--- src/rtl/txdma_pkg.sv ---
package txdma_pkg;

  localparam int unsigned ST_W = 3;

  typedef enum logic [ST_W-1:0] {
    ST_STOP    = 3'b000,
    ST_FETCH   = 3'b001,
    ST_WAITEND = 3'b010,
    ST_READ    = 3'b011,
    ST_SUSP    = 3'b110,
    ST_CLOSE   = 3'b111
  } txs_e;

  localparam int unsigned EVT_N   = 2;
  localparam int unsigned EVT_BU  = 0;
  localparam int unsigned EVT_TD  = 1;

endpackage

--- src/rtl/txdma_stopctl.sv ---
module txdma_stopctl (
  input  logic clk,
  input  logic rst_n,
  input  logic stop_i,
  input  logic nxt_is_stop,
  output logic stop_eff
);

  logic pend_q;
  logic pend_d;
  logic pend_en;

  always_comb begin
    pend_d  = (stop_i | pend_q) & ~nxt_is_stop;
    pend_en = (pend_d != pend_q);
  end

  always_ff @(posedge clk or negedge rst_n) begin
    if (!rst_n)       pend_q <= 1'b0;
    else if (pend_en) pend_q <= pend_d;
  end

  assign stop_eff = stop_i | pend_q;

  // A pending stop is dropped once Stopped is reached
  p_pend_clear_r9: assert property (@(posedge clk) disable iff (!rst_n)
    (pend_q && nxt_is_stop) |=> !pend_q);

endmodule

--- src/rtl/txdma_fsm.sv ---
module txdma_fsm
  import txdma_pkg::*;
(
  input  logic            clk,
  input  logic            rst_n,
  input  logic            start_i,
  input  logic            stop_i,
  input  logic            stop_eff,
  input  logic            poll_i,
  input  logic            desc_done_i,
  input  logic            desc_own_i,
  input  logic            rd_done_i,
  input  logic            tx_end_i,
  input  logic            underflow_i,
  input  logic            cls_done_i,
  output logic            desc_req_o,
  output logic            rd_req_o,
  output logic            cls_req_o,
  output logic [ST_W-1:0] state_o,
  output logic            nxt_is_stop,
  output logic            susp_entry,
  output logic            close_fire
);

  txs_e cur_q;
  txs_e nxt;
  logic cur_en;

  always_comb begin
    nxt = cur_q;
    unique case (cur_q)
      ST_STOP: begin
        if (start_i && !stop_i) nxt = ST_FETCH;
      end
      ST_FETCH: begin
        if (desc_done_i) begin
          if (stop_eff)        nxt = ST_STOP;
          else if (desc_own_i) nxt = ST_READ;
          else                 nxt = ST_SUSP;
        end
      end
      ST_READ: begin
        if (rd_done_i) nxt = stop_eff ? ST_STOP : ST_WAITEND;
      end
      ST_WAITEND: begin
        if (underflow_i || tx_end_i) begin
          if (stop_eff)         nxt = ST_STOP;
          else if (underflow_i) nxt = ST_SUSP;
          else                  nxt = ST_CLOSE;
        end
      end
      ST_CLOSE: begin
        if (cls_done_i) nxt = stop_eff ? ST_STOP : ST_FETCH;
      end
      ST_SUSP: begin
        if (stop_eff)    nxt = ST_STOP;
        else if (poll_i) nxt = ST_FETCH;
      end
      default: nxt = ST_STOP;
    endcase
  end

  assign cur_en = (nxt != cur_q);

  always_ff @(posedge clk or negedge rst_n) begin
    if (!rst_n)      cur_q <= ST_STOP;
    else if (cur_en) cur_q <= nxt;
  end

  always_comb begin
    desc_req_o  = (cur_q == ST_FETCH);
    rd_req_o    = (cur_q == ST_READ);
    cls_req_o   = (cur_q == ST_CLOSE);
    nxt_is_stop = (nxt == ST_STOP);
    susp_entry  = (nxt == ST_SUSP) && (cur_q != ST_SUSP);
    close_fire  = (cur_q == ST_CLOSE) && cls_done_i;
  end

  assign state_o = cur_q;

  // Reserved codes never reach the output
  p_legal_code_r11: assert property (@(posedge clk) disable iff (!rst_n)
    (state_o != 3'b100) && (state_o != 3'b101));

  // Only one handshake outstanding at a time
  p_one_req_r11: assert property (@(posedge clk) disable iff (!rst_n)
    $onehot0({desc_req_o, rd_req_o, cls_req_o}));

  // A finished close loops back to fetching
  p_close_fetch_r5: assert property (@(posedge clk) disable iff (!rst_n)
    (cur_q == ST_CLOSE && cls_done_i && !stop_eff) |=> (cur_q == ST_FETCH));

  // Fetch request is held until its done arrives, stop or not
  p_fetch_hold_r9: assert property (@(posedge clk) disable iff (!rst_n)
    (cur_q == ST_FETCH && !desc_done_i) |=> (cur_q == ST_FETCH));

  // Underflow during transmission suspends
  p_unf_susp_r6: assert property (@(posedge clk) disable iff (!rst_n)
    (cur_q == ST_WAITEND && underflow_i && !stop_eff) |=> (cur_q == ST_SUSP));

  // Stop out of Suspended is immediate
  p_susp_stop_r10: assert property (@(posedge clk) disable iff (!rst_n)
    (cur_q == ST_SUSP && stop_eff) |=> (cur_q == ST_STOP));

endmodule

--- src/rtl/txdma_evt.sv ---
module txdma_evt #(
  parameter int unsigned N = 2
) (
  input  logic         clk,
  input  logic         rst_n,
  input  logic [N-1:0] fire,
  output logic [N-1:0] pulse
);

  for (genvar g = 0; g < N; g++) begin : g_evt
    logic q;
    logic en;

    assign en = (fire[g] != q);

    always_ff @(posedge clk or negedge rst_n) begin
      if (!rst_n)  q <= 1'b0;
      else if (en) q <= fire[g];
    end

    assign pulse[g] = q;

    // Each event lasts a single cycle
    p_pulse_one_r7: assert property (@(posedge clk) disable iff (!rst_n)
      pulse[g] |=> !pulse[g]);
  end

endmodule

--- src/rtl/txdma_seq.sv ---
module txdma_seq
  import txdma_pkg::*;
(
  input  logic            clk,
  input  logic            rst_n,
  input  logic            start_i,
  input  logic            stop_i,
  input  logic            poll_i,
  output logic            desc_req_o,
  input  logic            desc_done_i,
  input  logic            desc_own_i,
  output logic            rd_req_o,
  input  logic            rd_done_i,
  input  logic            tx_end_i,
  input  logic            underflow_i,
  output logic            cls_req_o,
  input  logic            cls_done_i,
  output logic [ST_W-1:0] state_o,
  output logic            buf_unavail_o,
  output logic            tx_done_o
);

  logic             stop_eff;
  logic             nxt_is_stop;
  logic             susp_entry;
  logic             close_fire;
  logic [EVT_N-1:0] evt_fire;
  logic [EVT_N-1:0] evt_pulse;

  txdma_stopctl u_stopctl (
    .clk         (clk),
    .rst_n       (rst_n),
    .stop_i      (stop_i),
    .nxt_is_stop (nxt_is_stop),
    .stop_eff    (stop_eff)
  );

  txdma_fsm u_fsm (
    .clk         (clk),
    .rst_n       (rst_n),
    .start_i     (start_i),
    .stop_i      (stop_i),
    .stop_eff    (stop_eff),
    .poll_i      (poll_i),
    .desc_done_i (desc_done_i),
    .desc_own_i  (desc_own_i),
    .rd_done_i   (rd_done_i),
    .tx_end_i    (tx_end_i),
    .underflow_i (underflow_i),
    .cls_done_i  (cls_done_i),
    .desc_req_o  (desc_req_o),
    .rd_req_o    (rd_req_o),
    .cls_req_o   (cls_req_o),
    .state_o     (state_o),
    .nxt_is_stop (nxt_is_stop),
    .susp_entry  (susp_entry),
    .close_fire  (close_fire)
  );

  always_comb begin
    evt_fire         = '0;
    evt_fire[EVT_BU] = susp_entry;
    evt_fire[EVT_TD] = close_fire;
  end

  txdma_evt #(.N(EVT_N)) u_evt (
    .clk   (clk),
    .rst_n (rst_n),
    .fire  (evt_fire),
    .pulse (evt_pulse)
  );

  assign buf_unavail_o = evt_pulse[EVT_BU];
  assign tx_done_o     = evt_pulse[EVT_TD];

  // Suspend event only together with the first Suspended cycle
  p_bu_entry_r7: assert property (@(posedge clk) disable iff (!rst_n)
    buf_unavail_o |-> (state_o == 3'b110) && ($past(state_o) != 3'b110));

  // Done event only after leaving closing
  p_td_close_r5: assert property (@(posedge clk) disable iff (!rst_n)
    tx_done_o |-> ($past(state_o) == 3'b111));

endmodule

--- config.mk ---
export PLATFORM = sky130hd
export DESIGN_NAME = txdma_seq
export DESIGN_NICKNAME = d
export VERILOG_FILES = /design/src/rtl/txdma_pkg.sv /design/src/rtl/txdma_stopctl.sv /design/src/rtl/txdma_fsm.sv /design/src/rtl/txdma_evt.sv /design/src/rtl/txdma_seq.sv
export SDC_FILE = /design/constraint.sdc
export NUM_CORES = 1
export LEC_CHECK = 0
export ABC_AREA = 1
export BUFFER_PORTS_ARGS = -buffer_cell sky130_fd_sc_hd__buf_2
export CORE_AREA = 2 2 39 41
export DETAILED_ROUTE_END_ITERATION = 12
export DIE_AREA = 0 0 41 43
export REMOVE_ABC_BUFFERS = 1
export SETUP_SLACK_MARGIN = 0.15
export SLEW_MARGIN = 20
export SYNTH_ARGS = -nofsm -noshare
export SYNTH_HDL_FRONTEND = slang
export SYNTH_HIERARCHICAL = 1
export SYNTH_SLANG_ARGS = --single-unit
--- constraint.sdc ---
create_clock -name clk -period 1 [get_ports clk]
set_input_delay 0.05 -clock clk [delete_from_list [all_inputs] [get_ports clk]]
set_output_delay 0.05 -clock clk [all_outputs]
set_load 0.05 [all_outputs]
**After elaboration in Yosys (flattened, before gate mapping)**

Cells that the tools add are included.

- Logic and storage cells: 39
- Bits of input ports: 11
- Register bits after elaboration: 6
- Output and inout bits: 8

- Bitwise logic cells: 3
- Muxes and demuxes: 14
- Reductions and logical operators: 7
- Eq/ne operators: 11

Operators by type and width:

| cell | number |
|---|---|
| 2-to-1 mux 3 bit | 10 |
| case mux 3 bit (6 select lines) | 1 |
| == test 3 bit (second input constant) | 3 |
| == test 3 x 2 -> 1 bit (second input constant) | 2 |
| zero test 3 bit | 2 |
| == test 3 x 1 -> 1 bit (second input constant) | 1 |
| logical AND 1 bit | 3 |
| != test 1 bit | 3 |
| != test 3 bit | 1 |
| != test 3 bit (second input constant) | 1 |
| 2-to-1 mux 1 bit | 2 |
| 2-to-1 mux 2 bit | 1 |
| AND 1 bit | 1 |
| zero test 1 bit | 1 |
| logical OR 1 bit | 1 |
| inverter 1 bit | 1 |
| OR 1 bit | 1 |

**Logic depth before layout (Yosys ltp)**

Gate-level depths: netlist of the first run.

- Depth in word-level cells: 8
- Depth in mapped cells: 11
- Mapped depth without buffers: 11

**Hierarchy**

Netlist of the first run, hierarchy kept.

By module, submodules not included:

| module | cells each | instances | area each (µm²) |
|---|---|---|---|
| txdma_fsm | 71 | 1 | 370.4 |
| txdma_evt | 6 | 1 | 72.6 |
| txdma_stopctl | 4 | 1 | 38.8 |

**Least setup slack after synthesis of the first run**

Ideal clock, no wire load.

- Path kind: register to register
- Start point: reg u_fsm.cur_q[0] (netlist: u_fsm/state_o[0])
- End point: reg u_evt.g_evt[0].q
- Required time: 0.885 ns
- Stages on the path, launching flop included: 9
- Path slack: -0.905 ns
- Period minus slack after synthesis: 1.905 ns
- Buffers on the path: 1
- Arrival time: 1.790 ns
- Cells stage by stage: dfrtp_1 > nand2_2 > nor2_2 > nand2_1 > nand2_1 > nor2_1 > nand2_2 > nor2_1 > clkbuf_1

RTL lines:

| element | RTL line | source |
|---|---|---|
| start: declaration | txdma_fsm.sv:25 | `txs_e cur_q;` |
| start signal: assignment | txdma_fsm.sv:67 | `else if (cur_en) cur_q <= nxt;` |
| == test 3 x 2 -> 1 bit * | -- |  |
| named net rd_req_o | txdma_seq.sv:12 | `output logic rd_req_o,` |
| case mux 3 bit (6 select lines) * | txdma_fsm.sv:31 | `unique case (cur_q)` |
| == test 3 bit * | txdma_fsm.sv:75 | `susp_entry = (nxt == ST_SUSP) && (cur_q != ST_SUSP);` |
| logical AND 1 bit * | txdma_fsm.sv:75 |  |
| named net susp_entry | txdma_seq.sv:25 | `logic susp_entry;` |
| != test 1 bit | txdma_evt.sv:14 | `assign en = (fire[g] != q);` |
| end signal: assignment | txdma_evt.sv:18 | `else if (en) q <= fire[g];` |
| end: declaration | txdma_evt.sv:11 | `logic q;` |

Mark *: on every way through the listed nets, which the timed path passes. The rest lies on a longest branch.
A chain may end at the register's enable or synchronous reset.

**Worst setup path in the final report of the first run**

- Start point: reg u_fsm.cur_q[1] (netlist: u_fsm/state_o[1])
- End point: out desc_req_o

- Cells in the longest elaborated chain, start to end: 1

RTL lines:

| element | RTL line | source |
|---|---|---|
| == test 3 x 1 -> 1 bit | txdma_fsm.sv:71 | `desc_req_o = (cur_q == ST_FETCH);` |
| end: declaration | txdma_seq.sv:9 | `output logic desc_req_o,` |

No other way between the ends.

==> out/metrics.cfg, run 1 <==
[status]
status=finished with violations
violations=setup timing

[synthesis]
synthXorXnorAreaFrac_pct=0
synth.distinct_cells=16
syn_inst=81
synth_top_area_share_pct=31.2
yosysSeqAreaShare_pct=31.2
synth_area_um2=482
synthAdderAreaFrac_pct=0
synth.most_common_cell=nand2_1
synth_mux_area_share_pct=0
synth_compound_area_share_pct=4.68
yosysTopAreaCell=dfrtp_1
ys_top_cells_by_area=dfrtp_1, nand2_1, nor2_1
ys.flop_type=dfrtp_1
synth_edf_count=0
synthTopCellsByCount=nand2_1, nor2_1, inv_1
synth-async-reset-ratio_pct=100
synth.ff_latch_count=6
yosys_warnings=6
avgSynthCellArea_um2=5.95
yosys.area_share.simple_pct=50.9
synth_top_family_by_area=simple AND/OR/NAND/NOR gates

[sta]
setup_viol=11
drv_slew=0
hold_viol=0
slew_headroom_pct=86.5
fin_crit_sh_pct=126
finalCriticalPeriod_ns=1.26
fin_setup_tns_ns=-1.65
fmax_ghz=0.792
rsz0062_at_grt=true
setup_slack_ns=-0.263
tightest_slew_ns=0.203
skew_ns=0.00839

[critical_path]
path_buf_inv=2
start_kind=flip-flop
crit_path_max_incr_delay_ns=0.46
crit_chain=inv_2, nand2_1, nor2_4, buf_6
critPathArrivalTime_ns=1.21
crit_path_end_kind=output pin
critical_path_class=flip-flop to output pin
rrSetupSlack_ns=-0.24
crit_required_ns=0.95
cp_top_family=flip-flops
cp_slowest_cell=dfrtp_2
cp_max_fo=6

[floorplan]
num_rows=14
pin_count=19
initial_core_util_pct=34.8
dieHeight_um=43
core-area_mm2=0.00138
dieArea_mm2=0.00176
die_x_um=41

[cells_and_area]
area_growth_pct=58.4
fill_cells=136
final_nets=119
antenna_cells=0
instances_no_fill=122
drive_gt1_share_pct=50.9

[grt]
grt_pass1_vias=481
grt_pass1_wl_um=1790
grt_max_degree=9
track_usage_pct=15.0
grt-ovfl-total=0
antenna_found_initial=0

[drt]
dr.first_iter.drc_count=8
vias_per_cell=4.64
first_pass_iters=4
ant_nets=0
wl_per_cell_um=9.90
drcViolationCount=0
vias=566
wl_um=1210

[placed_design]
dp_hpwl_um=890
dpl.cell_count=115
io_buffers=18
gp_congestion=0.826

[power]
powerDensity_mw_per_mm2=2420
vdd_drop_max_mv=1.01
p_sw_mw=0.912
p_comb_share_pct=63.6
p_clk_share_pct=12.1
p_leak_nw=0.416
power.internal_mw=0.932
seqPwrFrac_pct=24.3
p_sw_share_pct=49.4

[clocking]
root_buffer=clkbuf_4
insertion_delay_ns=0.25
cts_max_path_buffers=2
cts_buffers=3
h-tree-depth=1
path_clk_slew_ns=0.05
cts_tree=done
cts_sinks=6

[flow_run]
maxCapViolations=0

[worst_hold_path]
hold_path_class=input port to flip-flop

## placed cells by master (no fill, tap or decap), types with 4 or more instances in the layout
cell and instances:
nand2_1 22, nor2_1 13, buf_2 10, buf_6 7, buf_4 6, nor2_2 6
inv_1 6, nand2_2 6, inv_2 4
## worst reg2reg max path: stages (launching register included)
cell and delay (ns):
dfrtp_2 0.47, inv_2 0.07, nand2_2 0.07, nor2_1 0.05, nand2_1 0.08, nand2_1 0.06, nor2_1 0.10, nand2_1 0.08
nor2_1 0.10, nor2_1 0.04
## metrics by stage
| step | utilization [%] | setup WS (ns) | hold slack [ns] | area (µm²) | power, mW |
|---|---|---|---|---|---|
| 5_1_grt | 55.2 | -0.321 | 0.104 | 763 | 1.95 |
| 6_report | 55.2 | -0.263 | 0.0849 | 763 | 1.84 |
| 4_1_cts | 53.0 | -0.213 | 0.0810 | 733 | 1.78 |
| 3_5_place_dp | 43.3 | -0.278 | -0.122 | 599 | 1.27 |
| 3_3_place_gp | 43.3 | -0.287 | -0.125 | 599 | 1.27 |
| 2_1_floorplan | - | -0.860 | -0.246 | 459 | 1.03 |
## kinds of logic (layout without fill, tap and decap cells)
| group | after synthesis | count (layout) |
|---|---|---|
| flip-flops | 6 | 6 |
| buffers and inverters | 15 | 40 |
| AND/OR/NAND/NOR | 56 | 56 |
| AO/OA/AOI/OAI | 4 | 4 |
## registers in the layout, summed over array words and instances, names as in the netlist
name / flops
u_fsm/state_o: 3
u_evt/g_evt.q: 2
u_stopctl/pend_q: 1
## power groups by stage
stage,registers (mW),clock network (mW),logic (mW)
after floorplan,0.570,0,0.463
after global placement,0.417,0,0.855
after detailed placement,0.415,0,0.854
after CTS,0.444,0.225,1.11
after global routing,0.461,0.246,1.25
final,0.448,0.223,1.17
## what timing repair did
item | in CTS | in global routing
hold buffers | 1 | 0
hold endpoints to repair | 6 | 0
pin swaps | 8 | 3
setup endpoints to repair | 14 | 12
gates resized for setup | 27 | 9
setup buffers | 3 | 0
## routing by layer
metal  global-route usage [%]  up-vias  part of all wire [%]
met3                     3.14        2                   4.3
met4                     8.00        0                  0.91
met5                        0        -                     0
li1                         -      294                     -
met2                     24.1       15                    52
met1                     17.5      255                    43
## area by class of cell
type / instances / area, µm² / area share, %
inverter: 11 / 43.8 / 5.74
timing repair buffer: 26 / 214 / 28.0
sequential: 6 / 154 / 20.2
clock buffer: 3 / 22.5 / 2.95
tap: 16 / 20.0 / 2.62
multi-input combinational: 60 / 309 / 40.5
## worst paths after layout
| check | depth (start not counted) | to | from |
|---|---|---|---|
| setup / recovery | 4 | desc_req_o | u_fsm/state_o[1]$_DFFE_PN0P_ |
| hold / removal | 3 | u_stopctl/pend_q$_DFFE_PN0P_ | stop_i |
| setup reg to reg | 9 | u_stopctl/pend_q$_DFFE_PN0P_ | u_fsm/state_o[0]$_DFFE_PN0P_ |
| hold reg to reg | 2 | u_stopctl/pend_q$_DFFE_PN0P_ | u_stopctl/pend_q$_DFFE_PN0P_ |
| max in group asynchronous | 2 | u_fsm/state_o[2]$_DFFE_PN0P_ | rst_n |
| min in group asynchronous | 2 | u_stopctl/pend_q$_DFFE_PN0P_ | rst_n |
Power figures use the tool's default switching activity.
==> run 2, diff against run 1 <==
Settings changed: PLACE_DENSITY set to 0.66.
==> run 2 against run 1 <==
  * The flow still finishes with violations (setup timing)
  * Global-route usage increased by 1.2 points
  * Combinational power increased by 8%
  * First-iteration DRC count decreased by 38%
  * Non-clock buffer count increased by 6
  * Worst setup slack improved by 0.021 ns
  * Final cell count increased by 4.9%
  * Power increased by 3.2%
  * Critical path depth increased by 4
  * Critical path type is now flip-flop to flip-flop
==> out/metrics.cfg, run 2 (synthesized netlist as in run 1, its figures left out) <==
[floorplan]
core-area_mm2=0.00138
dieHeight_um=43
num_rows=14
pin_count=19
die_x_um=41
initial_core_util_pct=34.8
dieArea_mm2=0.00176

[cells_and_area]
layout_commonest_cell=nand2_1
mostFrequentLayoutCells=nand2_1, nor2_1, buf_2, buf_4, buf_6
area_growth_pct=66.8
fill_cells=136
final_core_util_pct=58.0
final_nets=125
antenna_cells=0
largest_reg_flops=3
drive_gt1_share_pct=51.8

[grt]
grt_max_degree=7
met2_usage_pct=26.6
grt_pass1_vias=523
met3_usage_pct=4.71
grt_busiest_layer=met2
track_usage_pct=16.2
grtUsageMet1_pct=20.7
grt_pass1_wl_um=1980
antenna_found_initial=0
grt-ovfl-total=0

[power]
powerDensity_mw_per_mm2=2370
vdd_drop_max_mv=0.773
p_leak_nw=0.438
power_mw=1.90

[sta]
fin_crit_sh_pct=124
tightest_slew_ns=0.156
rsz0062_at_grt=true
hold_viol=0
slew_headroom_pct=89.5
finalCriticalPeriod_ns=1.24
fmax_ghz=0.805
drv_slew=0
skew_ns=0.000342
setup_slack_ns=-0.242
setup_viol=10

[critical_path]
critPathArrivalTime_ns=1.37
rr_startpoint=u_fsm/state_o[0]$_DFFE_PN0P_
crit_required_ns=1.13
ff2ff_path_depth=8
startpoint=u_fsm/state_o[0]$_DFFE_PN0P_
rrSetupSlack_ns=-0.24
cp_max_fo=6
cp-endpoint=u_stopctl/pend_q$_DFFE_PN0P_
critical_path_class=flip-flop to flip-flop
crit_path_end_kind=flip-flop
start_kind=flip-flop
r2r_end=u_stopctl/pend_q$_DFFE_PN0P_

[drt]
ant_nets=0
dr.first_iter.drc_count=5
wl_um=1240
vias=572
first_pass_iters=2
drcViolationCount=0
wl_per_cell_um=9.66
vias_per_cell=4.47

[clocking]
cts_max_path_buffers=2
insertion_delay_ns=0.24
root_buffer=clkbuf_4
cts_buffers=3
h-tree-depth=1
cts_sinks=6
cts_tree=done
path_clk_slew_ns=0.04

[placed_design]
gp_congestion=0.834
io_buffers=18
dp_hpwl_um=879

[flow_run]
maxCapViolations=0

[worst_hold_path]
hold_path_class=input port to flip-flop

[status]
status=finished with violations
violations=setup timing

-- run 2: cell count changes in the layout (fill, tap and decap cells not counted), sizes merged --
| cell | previous run | this run |
|---|---|---|
| buf | 25 | 31 |
-- run 2: how the worst min path moves through the flow --
stage,start,to,slack (ns),cells after the start
final,stop_i,u_stopctl/pend_q$_DFFE_PN0P_,0.07,3
after global routing,cls_done_i,u_evt/g_evt[1].q$_DFFE_PN0P_,0.09,3
after CTS,stop_i,u_stopctl/pend_q$_DFFE_PN0P_,0.06,3
after detailed placement,rst_n,u_stopctl/pend_q$_DFFE_PN0P_,-0.12,1
after global placement,rst_n,u_fsm/state_o[0]$_DFFE_PN0P_,-0.12,1
after floorplan,rst_n,u_evt/g_evt[0].q$_DFFE_PN0P_,-0.25,0
-- run 2: worst max-delay path: stages (launching register included) --
cell and delay (ns):
dfrtp_2 0.45, nand2_2 0.16, nor2_4 0.05, nand2_2 0.06, nand2_1 0.07, nor2_1 0.10
nand2_1 0.08, nor2_2 0.10, nor2_1 0.04
-- run 2: what timing repair did --
action / 4_1_cts / 5_1_grt
hold endpoints to repair: 6 / 0
endpoints found under the setup margin: 14 / 12
hold buffers: 1 / 0
setup buffers: 4 / 0
pin swaps: 1 / 9
gates resized for setup: 24 / 11
-- run 2: per-stage QoR --
stage                     TNS (ns)  hold slack [ns]  setup WS [ns]  cells  cell area, µm²
final                        -1.70           0.0749         -0.242    128             803
after CTS                    -1.56           0.0577         -0.233    128             768
after global routing         -2.44           0.0940         -0.337    128             803
after floorplan              -4.99           -0.246         -0.860     77             459
after detailed placement     -1.34           -0.124         -0.263    120             637
after global placement       -1.40           -0.125         -0.276    120             637
-- run 2: report_power, final --
part	internal (mW)	switching, mW	total (mW)	leakage [nW]
clock	0.135	0.0831	0.219	0.0138
combinational	0.535	0.729	1.26	0.348
sequential	0.318	0.102	0.420	0.0764
total	0.988	0.914	1.90	0.438
-- run 2: routing by layer --
layer,up-vias,part of all wire [%]
met4,0,0
met2,11,51
li1,304,-
met5,-,0
met1,257,45
met3,0,3.0
-- run 2: layout make-up --
class                           instances  area (µm²)  area share (%)
Clock buffer                            3        22.5            2.80
Sequential cell                         6         154            19.2
Tap cell                               16        20.0            2.49
Inverter                               11        43.8            5.45
Multi-Input combinational cell         60         297            36.9
Timing Repair Buffer                   32         267            33.2
